`src/rtl/wdp_pkg.sv`:
```
package wdp_pkg;

  // Owner of the shared divide chain
  typedef enum logic {
    OWN_TIMER = 1'b0,
    OWN_WDT   = 1'b1
  } owner_e;

endpackage

```
`src/rtl/wdp_base_cnt.sv`:
```
module wdp_base_cnt #(
  parameter int BASE_W = 8
) (
  input  logic clk,
  input  logic rst,
  input  logic en,
  input  logic tick,
  input  logic kick,
  output logic ovf
);

  localparam logic [BASE_W-1:0] TOP_VAL = {BASE_W{1'b1}};

  logic [BASE_W-1:0] cnt;

  // Overflow: a tick that finds the counter at its top value, kick wins
  assign ovf = en & tick & ~kick & (cnt == TOP_VAL);

  always_ff @(posedge clk) begin
    if (rst || !en || kick) begin
      cnt <= '0;
    end else if (tick) begin
      cnt <= cnt + 1'b1;
    end
  end

  p_kick_zero_r6: assert property (@(posedge clk) disable iff (rst)
    kick |=> (cnt == '0));

  p_off_hold_r7: assert property (@(posedge clk) disable iff (rst)
    !en |=> (cnt == '0));

  p_wrap_r2: assert property (@(posedge clk) disable iff (rst)
    ovf |=> (cnt == '0));

endmodule

```
`src/rtl/wdp_prescaler.sv`:
```
module wdp_prescaler #(
  parameter int TAPS  = 8,
  parameter int SEL_W = $clog2(TAPS)
) (
  input  logic             clk,
  input  logic             rst,
  input  logic             ev,
  input  logic             flush,
  input  logic [SEL_W-1:0] sel,
  output logic             fire
);

  localparam int CNT_W = TAPS - 1;

  logic [CNT_W-1:0] pcnt;
  logic [TAPS-1:0]  tap;

  // Tap k fires on the event that finds the low k chain bits all ones
  assign tap[0] = ev;
  for (genvar k = 1; k < TAPS; k++) begin : g_tap
    assign tap[k] = ev & (&pcnt[k-1:0]);
  end

  assign fire = tap[sel];

  always_ff @(posedge clk) begin
    if (rst || flush) begin
      pcnt <= '0;
    end else if (ev) begin
      pcnt <= pcnt + 1'b1;
    end
  end

  p_flush_clear_r9: assert property (@(posedge clk) disable iff (rst)
    flush |=> (pcnt == '0));

  p_fire_onehot_r5: assert property (@(posedge clk) disable iff (rst)
    fire |-> ev);

endmodule

```
`src/rtl/wdp_steer.sv`:
```
module wdp_steer
  import wdp_pkg::*;
(
  input  logic   clk,
  input  logic   rst,
  input  owner_e owner,
  input  logic   swap,
  input  logic   en,
  input  logic   kick,
  input  logic   ovf,
  input  logic   fire,
  input  logic   tmr_src,
  output logic   pev,
  output logic   flush,
  output logic   wd_reset,
  output logic   tmr_clk
);

  logic own_wd;
  logic tmo;
  logic tclk_d;

  assign own_wd = (owner == OWN_WDT);

  // Chain input: watchdog overflow or timer source, silent on a swap cycle
  assign pev    = ~swap & (own_wd ? ovf : tmr_src);
  assign tmo    = en & (own_wd ? fire : ovf);
  assign tclk_d = own_wd ? tmr_src : fire;
  assign flush  = swap | (own_wd & (kick | fire));

  always_ff @(posedge clk) begin
    if (rst) begin
      wd_reset <= 1'b0;
      tmr_clk  <= 1'b0;
    end else begin
      wd_reset <= tmo;
      tmr_clk  <= tclk_d;
    end
  end

  p_pulse_single_r8: assert property (@(posedge clk) disable iff (rst)
    wd_reset |=> !wd_reset);

  p_off_no_reset_r7: assert property (@(posedge clk) disable iff (rst)
    !en |=> !wd_reset);

  p_direct_timer_r4: assert property (@(posedge clk) disable iff (rst)
    own_wd |=> (tmr_clk == $past(tmr_src)));

  p_direct_wdt_r3: assert property (@(posedge clk) disable iff (rst)
    (!own_wd && ovf) |=> wd_reset);

endmodule

```
`src/rtl/wdt_shared_prescaler.sv`:
```
module wdt_shared_prescaler
  import wdp_pkg::*;
#(
  parameter int  BASE_W = 8,
  parameter int  TAPS   = 8,
  localparam int SEL_W  = $clog2(TAPS)
) (
  input  logic             clk,
  input  logic             rst,
  input  logic             wd_tick,
  input  logic             tmr_src,
  input  logic             wd_enable,
  input  logic             pre_to_wd,
  input  logic [SEL_W-1:0] pre_sel,
  input  logic             wd_kick,
  output logic             wd_reset,
  output logic             tmr_clk
);

  owner_e owner_now;
  owner_e owner_q;
  logic   swap;
  logic   ovf;
  logic   pev;
  logic   flush;
  logic   fire;

  assign owner_now = owner_e'(pre_to_wd);
  assign swap      = (owner_now != owner_q);

  always_ff @(posedge clk) begin
    if (rst) begin
      owner_q <= OWN_TIMER;
    end else begin
      owner_q <= owner_now;
    end
  end

  wdp_base_cnt #(
    .BASE_W(BASE_W)
  ) i_base (
    .clk (clk),
    .rst (rst),
    .en  (wd_enable),
    .tick(wd_tick),
    .kick(wd_kick),
    .ovf (ovf)
  );

  wdp_prescaler #(
    .TAPS (TAPS),
    .SEL_W(SEL_W)
  ) i_pre (
    .clk  (clk),
    .rst  (rst),
    .ev   (pev),
    .flush(flush),
    .sel  (pre_sel),
    .fire (fire)
  );

  wdp_steer i_steer (
    .clk     (clk),
    .rst     (rst),
    .owner   (owner_now),
    .swap    (swap),
    .en      (wd_enable),
    .kick    (wd_kick),
    .ovf     (ovf),
    .fire    (fire),
    .tmr_src (tmr_src),
    .pev     (pev),
    .flush   (flush),
    .wd_reset(wd_reset),
    .tmr_clk (tmr_clk)
  );

  p_reset_quiet_r1: assert property (@(posedge clk)
    rst |=> (!wd_reset && !tmr_clk));

  p_swap_no_timer_r9: assert property (@(posedge clk) disable iff (rst)
    (swap && !pre_to_wd) |=> !tmr_clk);

endmodule

```
`config.mk`:
```
export PLATFORM = sky130hd
export DESIGN_NAME = wdt_shared_prescaler
export DESIGN_NICKNAME = d
export VERILOG_FILES = /design/src/rtl/wdp_pkg.sv /design/src/rtl/wdp_base_cnt.sv /design/src/rtl/wdp_prescaler.sv /design/src/rtl/wdp_steer.sv /design/src/rtl/wdt_shared_prescaler.sv
export SDC_FILE = /design/constraint.sdc
export NUM_CORES = 1
export LEC_CHECK = 0
export BUFFER_PORTS_ARGS = -buffer_cell sky130_fd_sc_hd__buf_2
export CORE_MARGIN = 3
export CORE_UTILIZATION = 49
export DETAILED_ROUTE_END_ITERATION = 10
export PLACE_DENSITY_LB_ADDON = 0.2
export SETUP_SLACK_MARGIN = 0.4
export SLEW_MARGIN = 20
export SYNTH_ARGS = -nofsm -noshare
export SYNTH_HDL_FRONTEND = slang
export SYNTH_SLANG_ARGS = --single-unit
```
`constraint.sdc`:
```
create_clock -name clk -period 1.8 [get_ports clk]
set_input_delay 0.09 -clock clk [delete_from_list [all_inputs] [get_ports clk]]
set_output_delay 0.09 -clock clk [all_outputs]
set_load 0.01 [all_outputs]
```
# Word-level counts from Yosys, hierarchy flattened

Cells that the tools add are included.

Reductions and logical operators: 10
Equal/unequal tests: 2
Order comparisons: 1
Multiplexer cells: 5
Bitwise gates (word level): 17
$add $sub $neg: 2

Operator list:

| operator                                                             | number |
|---|---|
| 1-bit AND                                                            | 13 |
| 8-bit by 1-bit adder with 8-bit output, second input constant        | 1 |
| 8-bit equality test, second input constant                           | 1 |
| 7-bit by 1-bit adder with 7-bit output, second input constant        | 1 |
| 7-bit AND reduction                                                  | 1 |
| 6-bit AND reduction                                                  | 1 |
| 5-bit AND reduction                                                  | 1 |
| 3-bit by 4-bit < comparator with 1-bit output, second input constant | 1 |
| 1-bit 2-to-1 mux                                                     | 4 |
| 4-bit AND reduction                                                  | 1 |
| 1-bit binary-select mux with 3-bit select                            | 1 |
| 1-bit logical OR                                                     | 3 |
| 3-bit AND reduction                                                  | 1 |
| 1-bit inverter                                                       | 2 |
| 1-bit OR                                                             | 2 |
| 2-bit AND reduction                                                  | 1 |
| 1-bit zero test                                                      | 1 |
| 1-bit inequality test                                                | 1 |

Bits of input ports: 10
Output and inout bits: 2
Register bits after elaboration: 18
Word-level logic and storage cells: 42

# Logic depth before layout (Yosys ltp)

Gate-level depths: netlist of run 1.

Depth after elaboration: 12
Gate-level depth with buffers: 9
Depth with buffers taken out: 9

# Hierarchy

Synthesis of run 1 repeated with hierarchy kept, for this count alone.

Cell total of the unflattened synthesis: 98
Area total of the unflattened synthesis: 912.1 um2

By module, submodules not included:

| module               | cells an instance | sequential area each (um2) | area an instance (um2) | instances |
|---|---|---|---|---|
| wdp_prescaler        | 45                | 140.1                      | 415.4                  | 1 |
| wdp_base_cnt         | 40                | 160.2                      | 360.3                  | 1 |
| wdp_steer            | 10                | 40.0                       | 101.3                  | 1 |
| wdt_shared_prescaler | 3                 | 20.0                       | 35.0                   | 1 |

# Worst setup path after synthesis of run 1

No wires, ideal clock.

Kind: register to register
From: reg i_pre.pcnt[0]
To: reg i_pre.pcnt[0]
Setup slack: 0.068 ns
Setup time: 0.086 ns
Cell stages (with the launch flop): 10
Required time: 1.714 ns
Data arrival time: 1.647 ns
Period minus slack after synthesis: 1.732 ns
Buffers on the path: 0
Cells stage by stage: dfxtp_1 > ha_1 > nand3_1 > inv_1 > ha_1 > nand2_1 > o21ai_0 > o22ai_1 > a211oi_1 > a211oi_1

Word-level cells in the longest chain between the ends: 8
Elaborated cells between the ends (all ways): 20
Classes of those cells: add/sub (1); mux (2); bitwise (10); reduce/logical (7)

RTL lines:

| element                                           | line                | source |
|---|---|---|
| from (decl)                                       | wdp_prescaler.sv:15 | `logic [CNT_W-1:0] pcnt;` |
| from (signal assigned)                            | wdp_prescaler.sv:30 | `pcnt <= pcnt + 1'b1;` |
| 7-bit AND reduction, or another cell as far along | wdp_prescaler.sv:21 | `assign tap[k] = ev & (&pcnt[k-1:0]);` |
| 1-bit AND                                         | wdp_prescaler.sv:21 |  |
| 1-bit binary-select mux with 3-bit select         | wdp_prescaler.sv:24 | `assign fire = tap[sel];` |
| 1-bit 2-to-1 mux (implied by the code)            | wdp_prescaler.sv:24 |  |
| 1-bit OR                                          | wdp_steer.sv:29     | `assign flush = swap \| (own_wd & (kick \| fire));` |
| 1-bit AND                                         | wdp_steer.sv:29     |  |
| 1-bit OR                                          | wdp_steer.sv:29     |  |
| 1-bit logical OR                                  | wdp_prescaler.sv:27 | `if (rst \|\| flush) begin` |

Several ways; a longest one is shown, not always the timed one. The select of a mux whose other input is x is not followed.
A chain may end at the register's enable or synchronous reset.

# Final worst setup path of run 1

From: reg i_pre.pcnt[1]
To: reg i_pre.pcnt[5]

The elaborated chain is that of the path after synthesis.

==> flow_metrics.py, run 1 <==
metrics = {
    "detailed_routing": {
        "viasPerCell": 5.68,
        "drc_errors": 0,
        "dr.pass1.iters": 4,
        "routed_wl_mm": 1.93,
        "wl_per_cell_um": 13.3,
        "drt-initial-drc-count": 3,
        "vias": 823,
        "ant_nets": 0,
    },
    "timing": {
        "hold_ws_ns": 0.00974,
        "layout_min_cycle_time_ns": 1.63,
        "skew_ns": 0.0113,
        "slew_viol_final": 0,
        "finalHoldViolations": 0,
        "slew_headroom_pct": 78.6,
        "finalCritPeriodShare_pct": 90.7,
        "rsz0062_at_grt": "true",
        "setup_viol": 0,
        "fmax_ghz": 0.612,
        "tns_ns": 0,
        "worst_pin_slew_ns": 0.321,
        "setup_ws_ns": 0.167,
    },
    "critical_path": {
        "critPathLaunchType": "flip-flop",
        "path_common_cell": "ha_4",
        "rrSetupSlack_ns": 0.17,
        "critical_path.top_delay_family": "compound AO/OA/AOI/OAI gates",
        "path_class": "flip-flop to flip-flop",
        "cp.required_ns": 1.97,
        "reg2reg_depth": 10,
        "crit_start": "i_pre.pcnt[1]",
        "worst_ep_arrival_time_ns": 1.80,
        "crit_chain": "ha_4 -> nand3_4 -> inv_4 -> ha_4 -> nand2_2 -> o21ai_2 -> o22ai_2 -> buf_6 -> o21ba_4 -> a21boi_1",
        "cp_max_fo": 6,
        "slowest_stage": "dfxtp_4",
        "crit_path_max_incr_delay_ns": 0.37,
        "timing.rr.start": "i_pre.pcnt[1]",
        "crit_buf_inv": 2,
        "end_kind": "flip-flop",
        "r2r_end": "i_pre.pcnt[5]",
    },
    "clock_tree": {
        "numCtsBuffers": 3,
        "clock_path_buffers": 2,
        "htreeDepth": 1,
        "cts_sinks": 18,
        "cts-root-buf": "clkbuf_4",
        "clk_latency_ns": 0.29,
        "clk_pin_slew_ns": 0.10,
        "cts_tree": "built",
        "hold_buffers": 0,
    },
    "final_layout": {
        "regArea_sq_um": 370,
        "area_growth_pct": 28.2,
        "antenna_cells": 0,
        "final_layout_size_suffix_gt1_share_pct": 35.8,
        "nFillCells": 159,
        "multi_input_area_sq_um": 629,
        "layout.nets": 135,
    },
    "hold_path": {
        "hold_end": "i_steer.wd_reset",
        "holdCritStartpoint": "rst",
        "hp-class": "primary input to flip-flop",
        "min_path_cells": 2,
    },
    "yosys": {
        "syn-cell-area_sq_um": 922,
        "synth_cell_types": 33,
        "synth_edf_count": 0,
        "synth_top_area_share_pct": 39.1,
        "yosysSeqAreaShare_pct": 39.1,
        "synth_largest_area_cell": "dfxtp_1",
        "yosys-top-cells-count": "18 x dfxtp_1, 7 x nor2_1, 6 x a21oi_1, 6 x nand2_1, 6 x nand3_1",
        "synthFlopType": "dfxtp_1",
        "syn_inst": 101,
        "avgSynthCellArea_sq_um": 9.13,
        "synth_most_common_cell": "dfxtp_1",
        "async_flop_share_pct": 0,
        "synthTopCellsByArea": "dfxtp_1 39%, ha_1 5.4%, xor2_1 3.8%",
        "synth_seq_cells": 18,
        "ys_warn_count": 0,
        "synth_fp_nets": 115,
    },
    "global_route": {
        "busiest_layer": "met2",
        "grt_pass1_wl_mm": 3.18,
        "antenna_found_initial": 0,
        "use_met1_pct": 17.1,
        "grt_usage_pct": 16.3,
        "use_met3_pct": 2.75,
        "grt.met2_usage_pct": 31.9,
        "grt_max_degree": 11,
        "grt_pass1_vias": 772,
        "overflow": 0,
    },
    "power_and_ir_drop": {
        "power_frac_seq_pct": 59.8,
        "power_frac_comb_pct": 10.2,
        "netSwitchingFraction_pct": 22.8,
        "p_leak_nw": 0.431,
        "vdd_ir_drop_max_v": 0.000507,
        "cell_internal_pwr_mw": 0.519,
        "p_sw_mw": 0.153,
        "pwr-share-clk_pct": 30.0,
        "pwr_density_cell_mw_per_mm2": 569,
        "power_mw": 0.672,
    },
    "floorplanning": {
        "core_sq_mm": 0.00175,
        "start_util_pct": 52.8,
        "std_cell_rows": 15,
        "dieArea_sq_mm": 0.00244,
        "fp.dieH_um": 49.4,
        "io_pins": 12,
        "die_w_um": 49.4,
    },
    "status": {
        "status": "finished clean",
    },
    "placement": {
        "io_buffers": 11,
        "place_ws_ns": 0.147,
        "gp_congestion": 0.843,
        "dp_hpwl_mm": 1.31,
    },
    "flow_run": {
        "cap_violations": 0,
    },
}
[kinds of logic after synthesis]
family	count (synthesis)	synth area share [%]
flip-flops	18	39.1
multiplexers	2	2.17
adder cells (fa/ha/maj)	4	5.43
buffers and inverters	5	2.85
AO/OA/AOI/OAI	24	17.6
AND/OR/NAND/NOR	41	26.2
XOR/XNOR	7	6.65
[power by group through the flow]
stage | registers, mW | clock network, mW | logic, mW
finish | 0.402 | 0.201 | 0.0685
global route | 0.403 | 0.225 | 0.0760
CTS | 0.402 | 0.209 | 0.0640
detailed placement | 0.414 | 0 | 0.0543
floorplan | 0.414 | 0 | 0.0296
global placement | 0.414 | 0 | 0.0527
[through the flow]
stage                     utilization [%]  instance area (sq um)  instances
final                                67.7                   1180        145
after global routing                 67.7                   1180        145
after detailed placement             60.8                   1060        136
after floorplan                         -                    978        101
after global placement               60.8                   1060        136
after CTS                            65.2                   1140        144
[placed cells by master (no fill, tap or decap), types with 2 or more instances in the layout]
master / n
a21oi_1: 5
dfxtp_1: 14
buf_2: 11
a211oi_1: 2
nand4_1: 4
o21ai_0: 3
and3b_1: 2
buf_6: 2
o21bai_1: 2
nor2_1: 7
nand3_1: 4
clkbuf_4: 3
ha_4: 3
xor2_1: 4
and2_1: 3
dfxtp_4: 2
xnor2_1: 3
nand2_1: 5
o2111ai_1: 2
a22oi_1: 3
dfxtp_2: 2
or3_1: 3
buf_4: 5
mux2i_1: 2
[what timing repair did]
item | in CTS | in global routing
pin swaps | 2 | 4
endpoints found under the setup margin | 9 | 9
endpoints found under the hold margin | 0 | 0
resized for setup | 6 | 9
setup buffers | 4 | 1
[worst reg2reg max path: stages (launching register included)]
cell	delay, ns
dfxtp_4	0.37
ha_4	0.15
nand3_4	0.09
inv_4	0.08
ha_4	0.11
nand2_2	0.04
o21ai_2	0.12
o22ai_2	0.09
buf_6	0.14
o21ba_4	0.19
a21boi_1	0.12
[cell type report]
cell class	count	area share, %
Multi-Input combinational cell	78	53.2
Sequential cell	18	31.3
Timing Repair Buffer	18	9.74
Tap cell	25	2.65
Clock buffer	4	2.22
Inverter	2	0.847
[sequential cells by signal, summed over array words and instances (netlist names)]
name and cells:
i_steer.tmr_clk 1, i_pre.pcnt 7, owner_q 1, i_steer.wd_reset 1, i_base.cnt 8
[routing by layer]
metal,wire (um),part of all wire (%),vias to the layer above
met3,36,1.9,4
met4,29,1.5,0
met1,787,41,396
li1,-,-,413
met2,1080,56,10
met5,0,0,-
[how the worst max path moves through the flow]
stage | endpoint | slack [ns] | cells past startpoint
finish | i_pre.pcnt[5] | 0.17 | 10
global route | i_pre.pcnt[4] | 0.08 | 9
CTS | i_pre.pcnt[5] | 0.14 | 10
detailed placement | i_pre.pcnt[5] | 0.15 | 6
global placement | i_pre.pcnt[3] | 0.13 | 6
floorplan | i_pre.pcnt[3] | 0.30 | 9
Power figures use the tool's default switching activity.
==> inputs of run 2 (changes only) <==
RECOVER_POWER = 25   (was default)
SETUP_SLACK_MARGIN = default   (was 0.4)
==> flow_metrics.py, run 2 (synthesis gave the netlist of run 1 again) <==
metrics = {
    "status": {
        "status": "finished clean",
    },
    "final_layout": {
        "final_layout_size_suffix_gt1_share_pct": 31.5,
        "layout_commonest_cell": "dfxtp_1",
        "largest_reg_flops": 8,
        "nFillCells": 147,
        "top_register": "i_base.cnt",
        "regArea_sq_um": 365,
        "reg.largest.list": "i_base.cnt: 8 flops, i_pre.pcnt: 7 flops",
        "layout_common_cells": "14 x dfxtp_1, 9 x buf_4, 8 x buf_2",
        "stdcell_area_sq_mm": 0.00118,
        "antenna_cells": 0,
        "multi_input_area_sq_um": 598,
        "area_growth_pct": 27.8,
        "layout.nets": 139,
    },
    "global_route": {
        "grt_pass1_wl_mm": 3.22,
        "antenna_found_initial": 0,
        "grt_max_degree": 11,
        "grt_pass1_vias": 754,
        "grt_usage_pct": 16.9,
        "overflow": 0,
    },
    "timing": {
        "finalHoldViolations": 0,
        "tns_ns": 0,
        "finalCritPeriodShare_pct": 95.0,
        "hold_ws_ns": 0.0527,
        "slew_headroom_pct": 74.5,
        "layout_min_cycle_time_ns": 1.71,
        "fmax_ghz": 0.585,
        "slew_viol_final": 0,
        "skew_ns": 0.00267,
        "setup_viol": 0,
        "worst_pin_slew_ns": 0.382,
    },
    "floorplanning": {
        "core_sq_mm": 0.00175,
        "die_w_um": 49.4,
        "fp.dieH_um": 49.4,
        "io_pins": 12,
        "start_util_pct": 52.8,
        "std_cell_rows": 15,
        "dieArea_sq_mm": 0.00244,
    },
    "placement": {
        "io_buffers": 11,
        "gp_congestion": 0.826,
        "dp_hpwl_mm": 1.34,
        "dpl-instance-area_sq_mm": 0.00104,
    },
    "critical_path": {
        "critPathLaunchType": "flip-flop",
        "crit_path_max_incr_delay_ns": 0.37,
        "end_kind": "flip-flop",
        "path_common_cell": "ha_4",
        "critical_path.top_delay_family": "compound AO/OA/AOI/OAI gates",
        "crit_chain": "ha_4 -> nand3_2 -> inv_2 -> ha_4 -> nand2_2 -> o21ai_1 -> o22ai_1 -> buf_4 -> o21ba_4 -> a21boi_2",
        "worst_ep_arrival_time_ns": 1.89,
        "crit_buf_inv": 2,
        "cp.required_ns": 1.98,
        "slowest_stage": "dfxtp_2",
        "path_class": "flip-flop to flip-flop",
        "cp_max_fo": 7,
    },
    "power_and_ir_drop": {
        "pwr_density_cell_mw_per_mm2": 608,
        "p_leak_nw": 0.437,
        "vdd_ir_drop_max_v": 0.000417,
    },
    "detailed_routing": {
        "viasPerCell": 5.44,
        "ant_nets": 0,
        "highest_layer": "met4",
        "route.met2.wl_um": 890,
        "dr_wl_met3_um": 41,
        "wl_per_cell_um": 12.6,
        "wl_met1_um": 910,
        "vias": 811,
        "drc_errors": 0,
        "routed_wl_mm": 1.88,
        "drt-initial-drc-count": 6,
        "dr.pass1.iters": 2,
    },
    "clock_tree": {
        "clk_latency_ns": 0.29,
        "numCtsBuffers": 3,
        "cts_tree": "built",
        "cts-root-buf": "clkbuf_4",
        "htreeDepth": 1,
        "clock_path_buffers": 2,
        "clk_pin_slew_ns": 0.10,
        "cts_sinks": 18,
    },
    "flow_run": {
        "cap_violations": 0,
    },
    "hold_path": {
        "hp-class": "primary input to flip-flop",
    },
}
run 2: changes by cell type in the layout (fill, tap and decap cells not counted), moves of 2 or more:
| cell | previous run | this run |
|---|---|---|
| clkbuf_1 | 1 | 3 |
| dfxtp_4 | 2 | 0 |
| buf_2 | 11 | 8 |
| dfxtp_2 | 2 | 4 |
| buf_4 | 5 | 9 |
run 2: timing repair:
| item | 4_1_cts | 5_1_grt |
|---|---|---|
| buffers inserted | 0 | 3 |
| resized for setup | 1 | 19 |
| pin swaps | 0 | 6 |
| endpoints found under the setup margin | 1 | 6 |
| hold endpoints to repair | 2 | 0 |
| cloned | 0 | 0 |
| hold buffers | 1 | 0 |
run 2: through the flow:
step | total power, mW | cells | util, % | worst slack (ns)
2_1_floorplan | 0.442 | 101 | - | 0.0676
3_3_place_gp | 0.466 | 141 | 59.7 | 0.0613
3_5_place_dp | 0.467 | 141 | 59.7 | 0.0187
4_1_cts | 0.720 | 146 | 62.4 | 0.0283
5_1_grt | 0.746 | 149 | 67.5 | -0.0127
6_report | 0.716 | 149 | 67.5 | 0.0904
run 2: path summary, 6_finish.rpt:
path / depth (start not counted) / slack (ns) / startpoint / to
hold / removal: 2 / 0.05 / tmr_src / i_steer.tmr_clk
setup reg to reg: 10 / 0.09 / i_pre.pcnt[1] / i_pre.pcnt[5]
setup / recovery: 10 / 0.09 / i_pre.pcnt[1] / i_pre.pcnt[5]
hold reg to reg: 2 / 0.49 / i_base.cnt[7] / i_base.cnt[7]
run 2: report_power, final:
group	internal, mW	total, mW	leakage [nW]	switching [mW]
combinational	0.0307	0.0627	0.269	0.0319
clock	0.123	0.249	0.0210	0.126
sequential	0.402	0.405	0.148	0.00260
run 2: metal layers:
layer,global-route usage [%],vias to the layer above
met4,8.29,0
met2,27.2,9
met3,2.75,4
met1,21.7,377
li1,-,421
met5,0,-
run 2: area by class of cell:
| type | count | area share, % |
|---|---|---|
| Multi-Input combinational cell | 78 | 50.7 |
| Tap cell | 25 | 2.65 |
| Inverter | 2 | 0.637 |
| Sequential cell | 18 | 31.0 |
| Clock buffer | 4 | 3.08 |
| Timing Repair Buffer | 22 | 11.9 |
